### src/rtl/dac_front_pkg.sv
package dac_front_pkg;
  typedef struct packed {
    logic loadCode;    // capture bus data this edge
    logic tableWr;     // write one table entry this edge
    logic refreshOut;  // trim outputs follow the table this edge
  } frontStrobes_t;
endpackage

### src/rtl/dac_front_ctrl.sv
module dac_front_ctrl
  import dac_front_pkg::*;
(
  input  logic          csN,
  input  logic          wrN,
  input  logic          progN,
  input  logic          progStrobe,
  output frontStrobes_t strobes
);
  always_comb begin
    strobes.loadCode   = !csN && !wrN;
    strobes.tableWr    = !progN && progStrobe;
    strobes.refreshOut = progN;
  end
endmodule

### src/rtl/dac_front_datapath.sv
module dac_front_datapath
  import dac_front_pkg::*;
#(
  parameter int DATA_W = 16,
  parameter int IDX_W  = 6,
  parameter int CORR_W = 12,
  parameter int GAIN_W = 6,
  localparam int ADDR_W  = IDX_W + 1,
  localparam int ENTRIES = 1 << IDX_W
) (
  input  logic              clk,
  input  logic              rstN,
  input  frontStrobes_t     strobes,
  input  logic [DATA_W-1:0] dataIn,
  input  logic [ADDR_W-1:0] progAddr,
  input  logic [CORR_W-1:0] progData,
  output logic [DATA_W-1:0] switchOut,
  output logic [CORR_W-1:0] corrOut,
  output logic [GAIN_W-1:0] gainOut
);
  localparam logic [DATA_W-1:0] MSB_MASK = DATA_W'(1) << (DATA_W - 1);
  localparam logic [GAIN_W-1:0] GAIN_MID = GAIN_W'(1) << (GAIN_W - 1);

  logic [DATA_W-1:0] codeReg;
  logic [DATA_W-1:0] nextCode;
  logic [DATA_W-1:0] nextSwitch;
  logic [IDX_W-1:0]  nextIdx;
  logic [CORR_W-1:0] corrTab [ENTRIES];
  logic [GAIN_W-1:0] gainEntry;

  always_comb begin
    nextCode   = strobes.loadCode ? dataIn : codeReg;
    nextSwitch = nextCode ^ MSB_MASK;
    nextIdx    = nextSwitch[DATA_W-1 -: IDX_W];
  end

  assign switchOut = codeReg ^ MSB_MASK;

  always_ff @(posedge clk or negedge rstN) begin
    if (!rstN) begin
      codeReg <= '0;
      corrOut <= '0;
      gainOut <= GAIN_MID;
    end else begin
      codeReg <= nextCode;
      if (strobes.refreshOut) begin
        corrOut <= corrTab[nextIdx];
        gainOut <= gainEntry;
      end
    end
  end

  generate
    for (genvar e = 0; e < ENTRIES; e++) begin : g_entry
      always_ff @(posedge clk or negedge rstN) begin
        if (!rstN)
          corrTab[e] <= '0;
        else if (strobes.tableWr && !progAddr[IDX_W] && progAddr[IDX_W-1:0] == IDX_W'(e))
          corrTab[e] <= progData;
      end
    end
  endgenerate

  always_ff @(posedge clk or negedge rstN) begin
    if (!rstN)
      gainEntry <= GAIN_MID;
    else if (strobes.tableWr && progAddr[IDX_W])
      gainEntry <= progData[GAIN_W-1:0];
  end
endmodule

### src/rtl/dac_code_front.sv
module dac_code_front
  import dac_front_pkg::*;
#(
  parameter int DATA_W = 16,
  parameter int IDX_W  = 6,
  parameter int CORR_W = 12,
  parameter int GAIN_W = 6,
  localparam int ADDR_W = IDX_W + 1
) (
  input  logic              clk,
  input  logic              rstN,
  input  logic              csN,
  input  logic              wrN,
  input  logic [DATA_W-1:0] dataIn,
  input  logic              progN,
  input  logic              progStrobe,
  input  logic [ADDR_W-1:0] progAddr,
  input  logic [CORR_W-1:0] progData,
  output logic [DATA_W-1:0] switchOut,
  output logic [CORR_W-1:0] corrOut,
  output logic [GAIN_W-1:0] gainOut
);
  frontStrobes_t strobes;

  dac_front_ctrl u_ctrl (
    .csN       (csN),
    .wrN       (wrN),
    .progN     (progN),
    .progStrobe(progStrobe),
    .strobes   (strobes)
  );

  dac_front_datapath #(
    .DATA_W(DATA_W),
    .IDX_W (IDX_W),
    .CORR_W(CORR_W),
    .GAIN_W(GAIN_W)
  ) u_dp (
    .clk      (clk),
    .rstN     (rstN),
    .strobes  (strobes),
    .dataIn   (dataIn),
    .progAddr (progAddr),
    .progData (progData),
    .switchOut(switchOut),
    .corrOut  (corrOut),
    .gainOut  (gainOut)
  );
endmodule

### config.mk
export PLATFORM = sky130hd
export DESIGN_NAME = dac_code_front
export DESIGN_NICKNAME = d
export VERILOG_FILES = /design/src/rtl/dac_front_pkg.sv /design/src/rtl/dac_front_ctrl.sv /design/src/rtl/dac_front_datapath.sv /design/src/rtl/dac_code_front.sv
export SDC_FILE = /design/constraint.sdc
export NUM_CORES = 1
export LEC_CHECK = 0
export ABC_CLOCK_PERIOD_IN_PS = 4300
export BUFFER_PORTS_ARGS = -buffer_cell sky130_fd_sc_hd__clkbuf_2
export CORE_MARGIN = 2
export CORE_UTILIZATION = 65
export DETAILED_ROUTE_END_ITERATION = 7
export PLACE_DENSITY = 0.85
export SYNTH_ARGS = -nofsm -noshare
export SYNTH_HDL_FRONTEND = slang
export SYNTH_SLANG_ARGS = --single-unit
### constraint.sdc
create_clock -name clk -period 4.3 [get_ports clk]
set_input_delay 0.215 -clock clk [delete_from_list [all_inputs] [get_ports clk]]
set_output_delay 0.215 -clock clk [all_outputs]
set_load 0.01 [all_outputs]
==> qor.csv, run 1 <==
stage,metric,value,unit
timing,setup tns final,0,ns
global_route,initial antenna violation count,5,
global_route,vias in the first global route,25147,
critical_path,"Cell Chain, Critical Path","mux2i_4, buf_4, buf_12, buf_4, mux2i_1, a32oi_1, and3_1, a31oi_1, nand4_1",
job,Max Cap Viol,0,
critical_path,RR Endpoint,u_dp.corrOut[0],
synthesis,"Async S/R FF share, synth",1.00,
final_layout,Layout area overhead,10.0,%
timing,clock skew,0.0234,ns
clock_tree,post-CTS sizing,0,
synthesis,cell taking the most area after synthesis,dfrtp_1,
floorplanning,Core Footprint,0.0563,sq mm
routing,Final ANT Viol Nets,0,
synthesis,register area share after synthesis,0.547,
synthesis,Syn Std Cell Area,0.0369,sq mm
synthesis,Synth area leaders,"dfrtp_1 (55%), mux2_2 (24%), mux4_2 (5.7%), nand2_1 (3.3%), mux2i_1 (2.0%)",
timing,worst hold slack,0.121,ns
pwr,Power Internal,12.9,mW
floorplanning,initial core utilization,0.656,
pwr,P_leak,19.5,nW
timing,Final Setup Violations,0,
pwr,combinational power share,0.118,
pwr,Reg power frac,0.475,
hold_path,hold endpoint,u_dp.codeReg[14],
routing,Residual DRC,0,
final_layout,final net count,2770,
clock_tree,clk_lat worst skew,0.64,ns
routing,routed wire length per instance,27.5,microns
critical_path,critical path depth,9,
critical_path,"Buf+Inv Stages, Crit Path",3,
critical_path,CP top delay family,buffers and inverters,
critical_path,cell mode on critical path,buf_4,
clock_tree,clk root buf,clkbuf_16,
synthesis,number of synthesized flops with an enable pin,0,
clock_tree,cts hold-fix bufs,15,
place,GP Congestion,0.910,
critical_path,worst reg-to-reg path cell count,9,
synthesis,cell with the most instances after synthesis,dfrtp_1,
routing,total vias in the final route,24080,
critical_path,Critical Path RT,4.79,ns
clock_tree,CTS Buf Count,80,
timing,max_slew headroom,0.241,
critical_path,max incr delay on CP,0.60,ns
timing,Final Max Tran Viols,0,
floorplanning,Die Span X,242,microns
timing,crit share post-route,0.744,
global_route,global-route usage over all layers,0.338,
place,PortBufs,74,
critical_path,R2R setup slack,1.10,ns
floorplanning,die area,0.0588,sq mm
global_route,gr ovfl total,0,
global_route,first-pass GRT wire length,152000,microns
synthesis,Yosys Warn Count,0,
hold_path,min-delay worst type,input pin to register,
critical_path,crit end category,register,
clock_tree,H-tree levels,3,
critical_path,RR Startpoint,u_dp.codeReg[10],
critical_path,arrival time at the worst endpoint,3.69,ns
pwr,Clock power frac,0.407,
outcome,status,completed,
clock_tree,CTS Buffer Depth,3,
synthesis,Post-synth top cells,"dfrtp_1 (806), mux2_2 (777), nand2_1 (325)",
synthesis,Main synth FF type,dfrtp_1,
floorplanning,IO Pins,75,
clock_tree,"CTS clk-pin slew, worst paths",0.07,ns
pwr,fraction of power spent switching nets,0.258,
place,hpwl dp,59700,microns
routing,Total Wirelength,97700,microns
routing,Pre-antenna DRT Iters,6,
synthesis,synthesized instance count,2735,
synthesis,top-area cell type share of the netlist area,0.546,
critical_path,WS Path Type,register to register,
pwr,Switch Pwr,4.51,mW
timing,f_max,0.312,GHz
routing,Initial DRC Count,2455,
synthesis,synth unique cells,44,
synthesis,post-synth net total,2776,
clock_tree,CTS sink count,808,
hold_path,Hold Crit Start,csN,
clock_tree,postcts setup bufs,0,
floorplanning,Die Y,242,microns
synthesis,#FFs+latches synth,808,
critical_path,critical path launch point type,register,
critical_path,CP max-delay cell,a31oi_1,
timing,RSZ-0062 raised after global routing,false,
timing,measured slew at the worst slew-check pin,1.14,ns
routing,Vias/cell,6.77,
timing,post-layout minimum cycle time,3.20,ns
final_layout,share of post-route cells with drive strength above 1,0.420,
hold_path,worst hold stages,3,
final_layout,Multi-input gate area,0.0154,sq mm
final_layout,fillers,3432,
final_layout,register area,0.0202,sq mm
critical_path,crit path max fanout,76,
floorplanning,row cnt,87,
clock_tree,CTS tree,yes,
pwr,VDD IR-drop max,395,uV
pwr,power per cell area,429,mW/mm^2
synthesis,Avg Synthesized Cell Area,13.5,sq um
timing,Final Hold Vio Count,0,
global_route,largest net degree at the start of global routing,116,
-- placed cells by master, fill, tap and decap left out, types with 6 or more instances in the layout --
master	synthesis	layout
mux4_2	94	94
nand3_1	73	73
a22oi_1	27	27
buf_12	1	15
nand2_1	325	324
dfrtp_1	806	806
a22o_1	9	9
mux2_2	777	776
clkinv_2	0	15
and3_1	11	11
clkbuf_8	0	20
a21oi_1	17	17
buf_4	23	74
and4_1	9	9
nor3_1	6	6
dlygate4sd3_1	0	15
nor2_1	52	51
clkbuf_16	0	81
a32oi_1	63	63
a31oi_1	9	9
clkbuf_2	0	73
nor2b_1	19	19
nand4_1	40	40
mux2i_1	74	73
o21ai_0	6	6
clkbuf_1	158	20
-- tightest hold or removal path: cells and delay by family --
family | cells | cell delay (ns)
AND/OR/NAND/NOR | 1 | 0.05
buffers and inverters | 1 | 0.12
multiplexers | 1 | 0.31
-- flip-flops by register name, indices dropped and copies added (netlist names) --
signal and cells:
u_dp.codeReg 16, u_dp.gainEntry 6, u_dp.corrOut 12, u_dp.gainOut 6, u_dp.corrTab 768
-- per-layer routing --
metal	GRT usage	share of wire	wire, microns	up-vias
met5	0	0.00011	11	-
met4	0.199	0.062	6050	2
met3	0.0690	0.082	8010	338
met2	0.527	0.48	46400	1275
met1	0.444	0.38	37200	12634
li1	-	-	-	9831
-- metrics by stage --
step                std cells  utilization  area [sq um]  total power [mW]  worst slack [ns]
detailed placement       3388        0.672         37800              10.4             0.821
global placement         3388        0.672         37800              10.3             0.918
CTS                      3553        0.722         40600              17.5              1.15
global route             3555        0.722         40700              18.0             0.910
floorplan                2735            -         36900              9.68              2.10
finish                   3556        0.722         40700              17.5              1.10
-- area by class of cell --
class / count / area share
antenna: 3 / 0.000185
clock buffer: 121 / 0.0585
clock inverter: 29 / 0.00760
inverter: 5 / 0.000523
multi-input combinational: 1656 / 0.378
sequential: 808 / 0.497
tap: 756 / 0.0233
timing repair buffer: 178 / 0.0341
-- power groups by stage --
stage          logic [mW]  registers [mW]  clock network (mW)
6_report             2.07            8.29                7.09
3_5_place_dp         2.02            8.41                   0
5_1_grt              2.21            8.32                7.45
4_1_cts              2.05            8.28                7.13
3_3_place_gp         1.95            8.37                   0
2_1_floorplan        1.36            8.32                   0
-- worst max path at each step --
stage | slack, ns | startpoint | end
after global routing | 0.91 | u_dp.codeReg[10] | u_dp.corrOut[0]
after CTS | 1.15 | u_dp.codeReg[10] | u_dp.corrOut[0]
after floorplan | 2.10 | wrN | u_dp.corrOut[2]
after global placement | 0.92 | csN | u_dp.corrOut[0]
final | 1.10 | u_dp.codeReg[10] | u_dp.corrOut[0]
after detailed placement | 0.82 | wrN | u_dp.corrOut[0]
-- cells by family (layout without fill, tap and decap cells) --
| kind of cell | after synthesis | after routing | share of synthesized area |
|---|---|---|---|
| and+or+nand+nor | 559 | 559 | 0.0676 |
| AOI/OAI and AO/OA | 145 | 145 | 0.0303 |
| other | 0 | 3 | 0 |
| muxes | 952 | 952 | 0.317 |
| DFF | 808 | 808 | 0.547 |
| buffers and inverters | 271 | 333 | 0.0376 |
(Power assumes the default switching activity.)
==> run 2, diff against run 1 <==
--- a/config.mk
+++ b/config.mk
@@ -5,12 +5,12 @@
 export SDC_FILE = /design/constraint.sdc
 export NUM_CORES = 1
 export LEC_CHECK = 0
-export ABC_CLOCK_PERIOD_IN_PS = 4300
+export ABC_CLOCK_PERIOD_IN_PS = 3000
 export BUFFER_PORTS_ARGS = -buffer_cell sky130_fd_sc_hd__clkbuf_2
 export CORE_MARGIN = 2
-export CORE_UTILIZATION = 65
+export CORE_UTILIZATION = 63
 export DETAILED_ROUTE_END_ITERATION = 7
-export PLACE_DENSITY = 0.85
+export PLACE_DENSITY = 0.83
 export SYNTH_ARGS = -nofsm -noshare
 export SYNTH_HDL_FRONTEND = slang
 export SYNTH_SLANG_ARGS = --single-unit
==> constraint.sdc (replaced) <==
create_clock -name clk -period 3 [get_ports clk]
set_input_delay 0.15 -clock clk [delete_from_list [all_inputs] [get_ports clk]]
set_output_delay 0.15 -clock clk [all_outputs]
set_load 0.01 [all_outputs]
==> run 2 against run 1 <==
The flow now finishes with violations (negative setup slack). Clock power is 48% higher. Combinational power increased by 49%. First-iteration DRC count is 2.5% lower. Flip-flop and latch count stayed put. Final cell count grew 1.1%. Sequential share of layout area down 0.45 points. Die area increased by 3.1%. Largest power group unchanged.
==> qor.csv, run 2 (synthesized netlist as in run 1, its figures left out) <==
stage,metric,value,unit
outcome,status,"finished, violations left",
outcome,failing checks,negative setup slack,
critical_path,RR Endpoint,u_dp.corrOut[8],
critical_path,Critical Path RT,3.49,ns
floorplanning,Die Y,246,microns
global_route,initial antenna violation count,7,
timing,Final Setup Violations,1,
critical_path,crit end category,register,
critical_path,RR Startpoint,u_dp.codeReg[12],
critical_path,"Cell Chain, Critical Path","inv_1, o31ai_4, buf_12, a32oi_1, and3_1, a31oi_1, nand4_1",
hold_path,hold endpoint,u_dp.codeReg[15],
timing,Final Hold Vio Count,0,
global_route,largest net degree at the start of global routing,114,
timing,min setup slack post-route,-0.0231,ns
critical_path,"Buf+Inv Stages, Crit Path",2,
critical_path,max incr delay on CP,1.03,ns
timing,clock skew,0.0237,ns
final_layout,register area,0.0202,sq mm
global_route,first-pass GRT wire length,152000,microns
routing,Vias/cell,6.73,
floorplanning,Core Footprint,0.0578,sq mm
floorplanning,die area,0.0606,sq mm
place,PortBufs,74,
routing,Initial DRC Count,2394,
routing,Total Wirelength,98700,microns
final_layout,registers with the most flip-flops,"u_dp.corrTab x768, u_dp.codeReg x16, u_dp.corrOut x12",
place,hpwl dp,62600,microns
final_layout,Multi-input gate area,0.0154,sq mm
clock_tree,CTS Buffer Depth,3,
clock_tree,CTS sink count,808,
global_route,gr ovfl total,0,
pwr,power per cell area,620,mW/mm^2
timing,RSZ-0062 raised after global routing,false,
critical_path,CP max-delay cell,o31ai_4,
final_layout,most frequent cells in the layout,"dfrtp_1 (806), mux2_2 (776), nand2_1 (324)",
critical_path,WS Path Type,register to register,
pwr,Tot Pwr,25.4,mW
routing,total vias in the final route,24194,
floorplanning,row cnt,88,
clock_tree,CTS Buf Count,81,
final_layout,final net count,2799,
place,GP Congestion,0.910,
timing,Final Max Tran Viols,0,
routing,Final ANT Viol Nets,0,
global_route,global-route usage over all layers,0.333,
critical_path,CP top delay family,compound AO/OA/AOI/OAI gates,
timing,measured slew at the worst slew-check pin,1.27,ns
global_route,vias in the first global route,25301,
clock_tree,post-CTS sizing,0,
floorplanning,Die Span X,246,microns
critical_path,critical path launch point type,register,
final_layout,"most common cell after layout, fill and taps aside",dfrtp_1,
pwr,P_leak,19.8,nW
critical_path,crit path max fanout,17,
timing,f_max,0.331,GHz
final_layout,max reg flops,768,
final_layout,fillers,3632,
clock_tree,clk_lat worst skew,0.64,ns
floorplanning,IO Pins,75,
hold_path,worst hold stages,4,
floorplanning,initial core utilization,0.639,
final_layout,Layout area overhead,11.0,%
pwr,VDD IR-drop max,647,uV
final_layout,share of post-route cells with drive strength above 1,0.428,
hold_path,min-delay worst type,input pin to register,
timing,max_slew headroom,0.154,
critical_path,R2R setup slack,-0.02,ns
final_layout,Biggest register,u_dp.corrTab,
hold_path,Hold Crit Start,csN,
clock_tree,postcts setup bufs,0,
timing,post-layout minimum cycle time,3.02,ns
clock_tree,cts hold-fix bufs,14,
timing,crit share post-route,1.01,
clock_tree,H-tree levels,3,
critical_path,arrival time at the worst endpoint,3.51,ns
clock_tree,CTS tree,yes,
timing,worst hold slack,0.0742,ns
routing,Pre-antenna DRT Iters,6,
job,Max Cap Viol,0,
clock_tree,"CTS clk-pin slew, worst paths",0.07,ns
routing,routed wire length per instance,27.5,microns
routing,Residual DRC,0,
critical_path,worst reg-to-reg path cell count,7,
clock_tree,clk root buf,clkbuf_16,
## run 2: cell types whose count changed in the layout (fill, tap and decap cells not counted)
cell	previous run	this run
buf_4	74	98
clkbuf_8	20	26
buf_12	15	20
clkbuf_1	20	16
clkinvlp_4	3	0
clkbuf_16	81	83
clkinv_8	4	2
clkinv_2	15	16
diode_2	3	4
dlygate4sd3_1	15	14
inv_16	0	1
inv_4	1	0
inv_6	3	2
inv_8	0	1
## run 2: layer usage
metal	global-route usage	part of all wire
met5	0	0.00023
met4	0.178	0.058
met3	0.0773	0.083
met2	0.525	0.47
met1	0.433	0.38
## run 2: worst max path at each step
stage / startpoint / cells after the start / end
6_report: u_dp.codeReg[12] / 7 / u_dp.corrOut[8]
5_1_grt: u_dp.codeReg[12] / 7 / u_dp.corrOut[8]
4_1_cts: u_dp.codeReg[12] / 7 / u_dp.corrOut[8]
3_5_place_dp: wrN / 9 / u_dp.corrOut[9]
3_3_place_gp: wrN / 9 / u_dp.corrOut[9]
2_1_floorplan: wrN / 8 / u_dp.corrOut[2]
## run 2: cell type report
cell class / count / share of cell area
Antenna cell: 4 / 0.000244
Clock buffer: 125 / 0.0608
Clock inverter: 25 / 0.00674
Inverter: 5 / 0.000488
Multi-Input combinational cell: 1656 / 0.375
Sequential cell: 808 / 0.493
Tap cell: 765 / 0.0233
Timing Repair Buffer: 206 / 0.0404
## run 2: stage by stage
step / instance area (sq um) / util / setup WS [ns] / setup TNS [ns] / instances
after detailed placement: 38100 / 0.659 / 0.0706 / 0 / 3426
final: 41000 / 0.710 / -0.0231 / -0.0231 / 3594
after floorplan: 36900 / - / 0.861 / 0 / 2735
after global routing: 41000 / 0.710 / 0.0564 / 0 / 3593
after CTS: 41000 / 0.709 / 0.196 / 0 / 3590
after global placement: 38100 / 0.659 / 0.153 / 0 / 3426
## run 2: worst min-delay path, stage by stage
cell	delay, ns
clkbuf_2	0.13
o21a_1	0.21
nor2_1	0.12
inv_1	0.06
## run 2: report_power, final
group | internal, mW | total [mW] | leakage, nW | switching (mW)
sequential | 11.5 | 11.9 | 11.1 | 0.387
clock | 6.10 | 10.5 | 1.38 | 4.37
combinational | 1.26 | 3.08 | 7.29 | 1.83
total | 18.9 | 25.4 | 19.8 | 6.58
==> run 3, diff against run 2 <==
--- a/config.mk
+++ b/config.mk
@@ -5,12 +5,12 @@
 export SDC_FILE = /design/constraint.sdc
 export NUM_CORES = 1
 export LEC_CHECK = 0
-export ABC_CLOCK_PERIOD_IN_PS = 3000
+export ABC_CLOCK_PERIOD_IN_PS = 2500
 export BUFFER_PORTS_ARGS = -buffer_cell sky130_fd_sc_hd__clkbuf_2
 export CORE_MARGIN = 2
-export CORE_UTILIZATION = 63
+export CORE_UTILIZATION = 57
 export DETAILED_ROUTE_END_ITERATION = 7
-export PLACE_DENSITY = 0.83
+export PLACE_DENSITY = 0.79
 export SYNTH_ARGS = -nofsm -noshare
 export SYNTH_HDL_FRONTEND = slang
 export SYNTH_SLANG_ARGS = --single-unit
==> constraint.sdc (replaced) <==
create_clock -name clk -period 2.5 [get_ports clk]
set_input_delay 0.125 -clock clk [delete_from_list [all_inputs] [get_ports clk]]
set_output_delay 0.125 -clock clk [all_outputs]
set_load 0.01 [all_outputs]
==> run 3 against run 2 <==
The run still ends with negative setup slack left. Maximum frequency rose by 21%. Clock power rose by 24%. Non-clock buffer count rose by 131. Worst hold slack got worse by 0.038 ns. Final area rose by 4.3%. Critical path type unchanged. Largest cell class unchanged. Largest power group unchanged.
==> qor.csv, run 3 (synthesized netlist as in run 1, its figures left out) <==
stage,metric,value,unit
outcome,status,"finished, violations left",
outcome,failing checks,negative setup slack,
final_layout,max reg flops,768,
pwr,combinational power share,0.135,
floorplanning,Die Y,259,microns
global_route,global-route usage over all layers,0.309,
floorplanning,Core Footprint,0.0642,sq mm
hold_path,min-delay worst type,input pin to register,
place,hpwl dp,66200,microns
floorplanning,die area,0.0669,sq mm
floorplanning,initial core utilization,0.575,
routing,routed wire length per instance,27.1,microns
pwr,fraction of power spent switching nets,0.257,
clock_tree,clk_lat worst skew,0.65,ns
routing,Total Wirelength,103000,microns
critical_path,WS Path Type,register to register,
timing,measured slew at the worst slew-check pin,0.920,ns
critical_path,crit end category,register,
timing,Final Max Tran Viols,0,
global_route,vias in the first global route,25968,
clock_tree,CTS sink count,808,
global_route,gr ovfl total,0,
routing,Residual DRC,0,
clock_tree,H-tree levels,3,
clock_tree,CTS tree,yes,
timing,setup tns final,-0.00344,ns
routing,Vias/cell,6.46,
job,Max Cap Viol,0,
timing,Final Hold Vio Count,0,
floorplanning,Die Span X,259,microns
place,Area after DPL,0.0393,sq mm
routing,total vias in the final route,24655,
floorplanning,row cnt,93,
timing,f_max,0.399,GHz
final_layout,"most common cell after layout, fill and taps aside",dfrtp_1,
final_layout,most frequent cells in the layout,"dfrtp_1 (805), mux2_2 (776), nand2_1 (324)",
timing,crit share post-route,1.00,
routing,Pre-antenna DRT Iters,7,
final_layout,design area,0.0428,sq mm
final_layout,final std cells w/o fill,3817,
final_layout,Biggest register,u_dp.corrTab,
critical_path,arrival time at the worst endpoint,3.02,ns
place,Placement Setup Slack,-0.114,ns
clock_tree,CTS Buffer Depth,3,
place,PortBufs,74,
clock_tree,CTS Buf Count,84,
critical_path,critical path launch point type,register,
timing,min setup slack post-route,-0.00344,ns
pwr,P_leak,20.6,nW
pwr,power per cell area,738,mW/mm^2
routing,Final ANT Viol Nets,0,
final_layout,registers with the most flip-flops,"u_dp.corrTab x768, u_dp.codeReg x16, u_dp.corrOut x12",
timing,post-layout minimum cycle time,2.50,ns
final_layout,final net count,2933,
timing,max_slew headroom,0.387,
timing,clock skew,0.0187,ns
timing,RSZ-0062 raised after global routing,true,
place,GP Congestion,0.957,
global_route,largest net degree at the start of global routing,76,
pwr,Clock power frac,0.413,
critical_path,Critical Path RT,3.01,ns
pwr,Reg power frac,0.452,
critical_path,crit path max fanout,9,
clock_tree,clk root buf,clkbuf_16,
global_route,initial antenna violation count,3,
pwr,Power Internal,23.4,mW
place,Cell Count Post-Placement,3616,
final_layout,Layout area overhead,15.8,%
final_layout,share of post-route cells with drive strength above 1,0.460,
clock_tree,"CTS clk-pin slew, worst paths",0.06,ns
floorplanning,IO Pins,75,
routing,Initial DRC Count,2161,
pwr,Tot Pwr,31.6,mW
pwr,Switch Pwr,8.12,mW
pwr,VDD IR-drop max,556,uV
global_route,first-pass GRT wire length,157000,microns
timing,Final Setup Violations,1,
[run 3: power groups by stage]
stage	clock (mW)	combinational, mW	sequential (mW)
2_1_floorplan	0	2.34	14.3
3_3_place_gp	0	3.84	14.4
3_5_place_dp	0	3.95	14.5
4_1_cts	13.1	4.03	14.2
5_1_grt	13.7	4.52	14.3
6_report	13.0	4.26	14.3
[run 3: routing by layer]
metal / wire length [microns] / global-route usage / up-vias
met4: 5040 / 0.154 / 0
met5: 0 / 0 / -
met1: 40800 / 0.402 / 13161
met2: 50300 / 0.500 / 1070
li1: - / - / 10167
met3: 7140 / 0.0591 / 257
[run 3: path summary, 6_finish.rpt]
| check | slack (ns) | startpoint | end | cells after the start |
|---|---|---|---|---|
| max | -0.003 | u_dp.codeReg[10] | u_dp.corrOut[8] | 8 |
| min | 0.04 | csN | u_dp.codeReg[0] | 5 |
| max reg2reg | -0.003 | u_dp.codeReg[10] | u_dp.corrOut[8] | 8 |
| min reg2reg | 0.48 | u_dp.codeReg[9] | u_dp.codeReg[9] | 2 |
| max in group asynchronous | 1.40 | rstN | u_dp.corrTab[715] | 3 |
| min in group asynchronous | 0.15 | rstN | u_dp.corrTab[648] | 2 |
[run 3: area by class of cell]
type,instances,area [sq um]
well taps,855,1070
clock inverters,31,435
multi-input cells,1656,15500
diodes,3,7.51
flip-flops and latches,808,20200
repair buffers,337,3080
fillers,4332,21400
clock buffers,122,2460
inverters,5,20.0
[run 3: what timing repair did]
item,CTS,global route
cloned,0,5
hold buffers,16,0
endpoints found under the hold margin,72,0
resized for setup,3,23
setup endpoints to repair,5,12
pin swaps,1,6
setup buffers,6,18
[run 3: worst max-delay path, cell delays in order, from the launching register on]
cell	delay, ns
dfrtp_2	0.44
mux2i_4	0.17
buf_12	0.16
clkbuf_16	0.18
buf_4	0.15
mux4_2	0.54
a22oi_1	0.39
and4_1	0.27
nand4_1	0.08
[run 3: metrics by stage]
| stage | hold WS, ns | utilization |
|---|---|---|
| 5_1_grt | 0.0589 | 0.666 |
| 2_1_floorplan | -0.171 | - |
| 4_1_cts | 0.00929 | 0.660 |
| 3_3_place_gp | 0.224 | 0.611 |
| 3_5_place_dp | 0.231 | 0.611 |
| 6_report | 0.0360 | 0.666 |
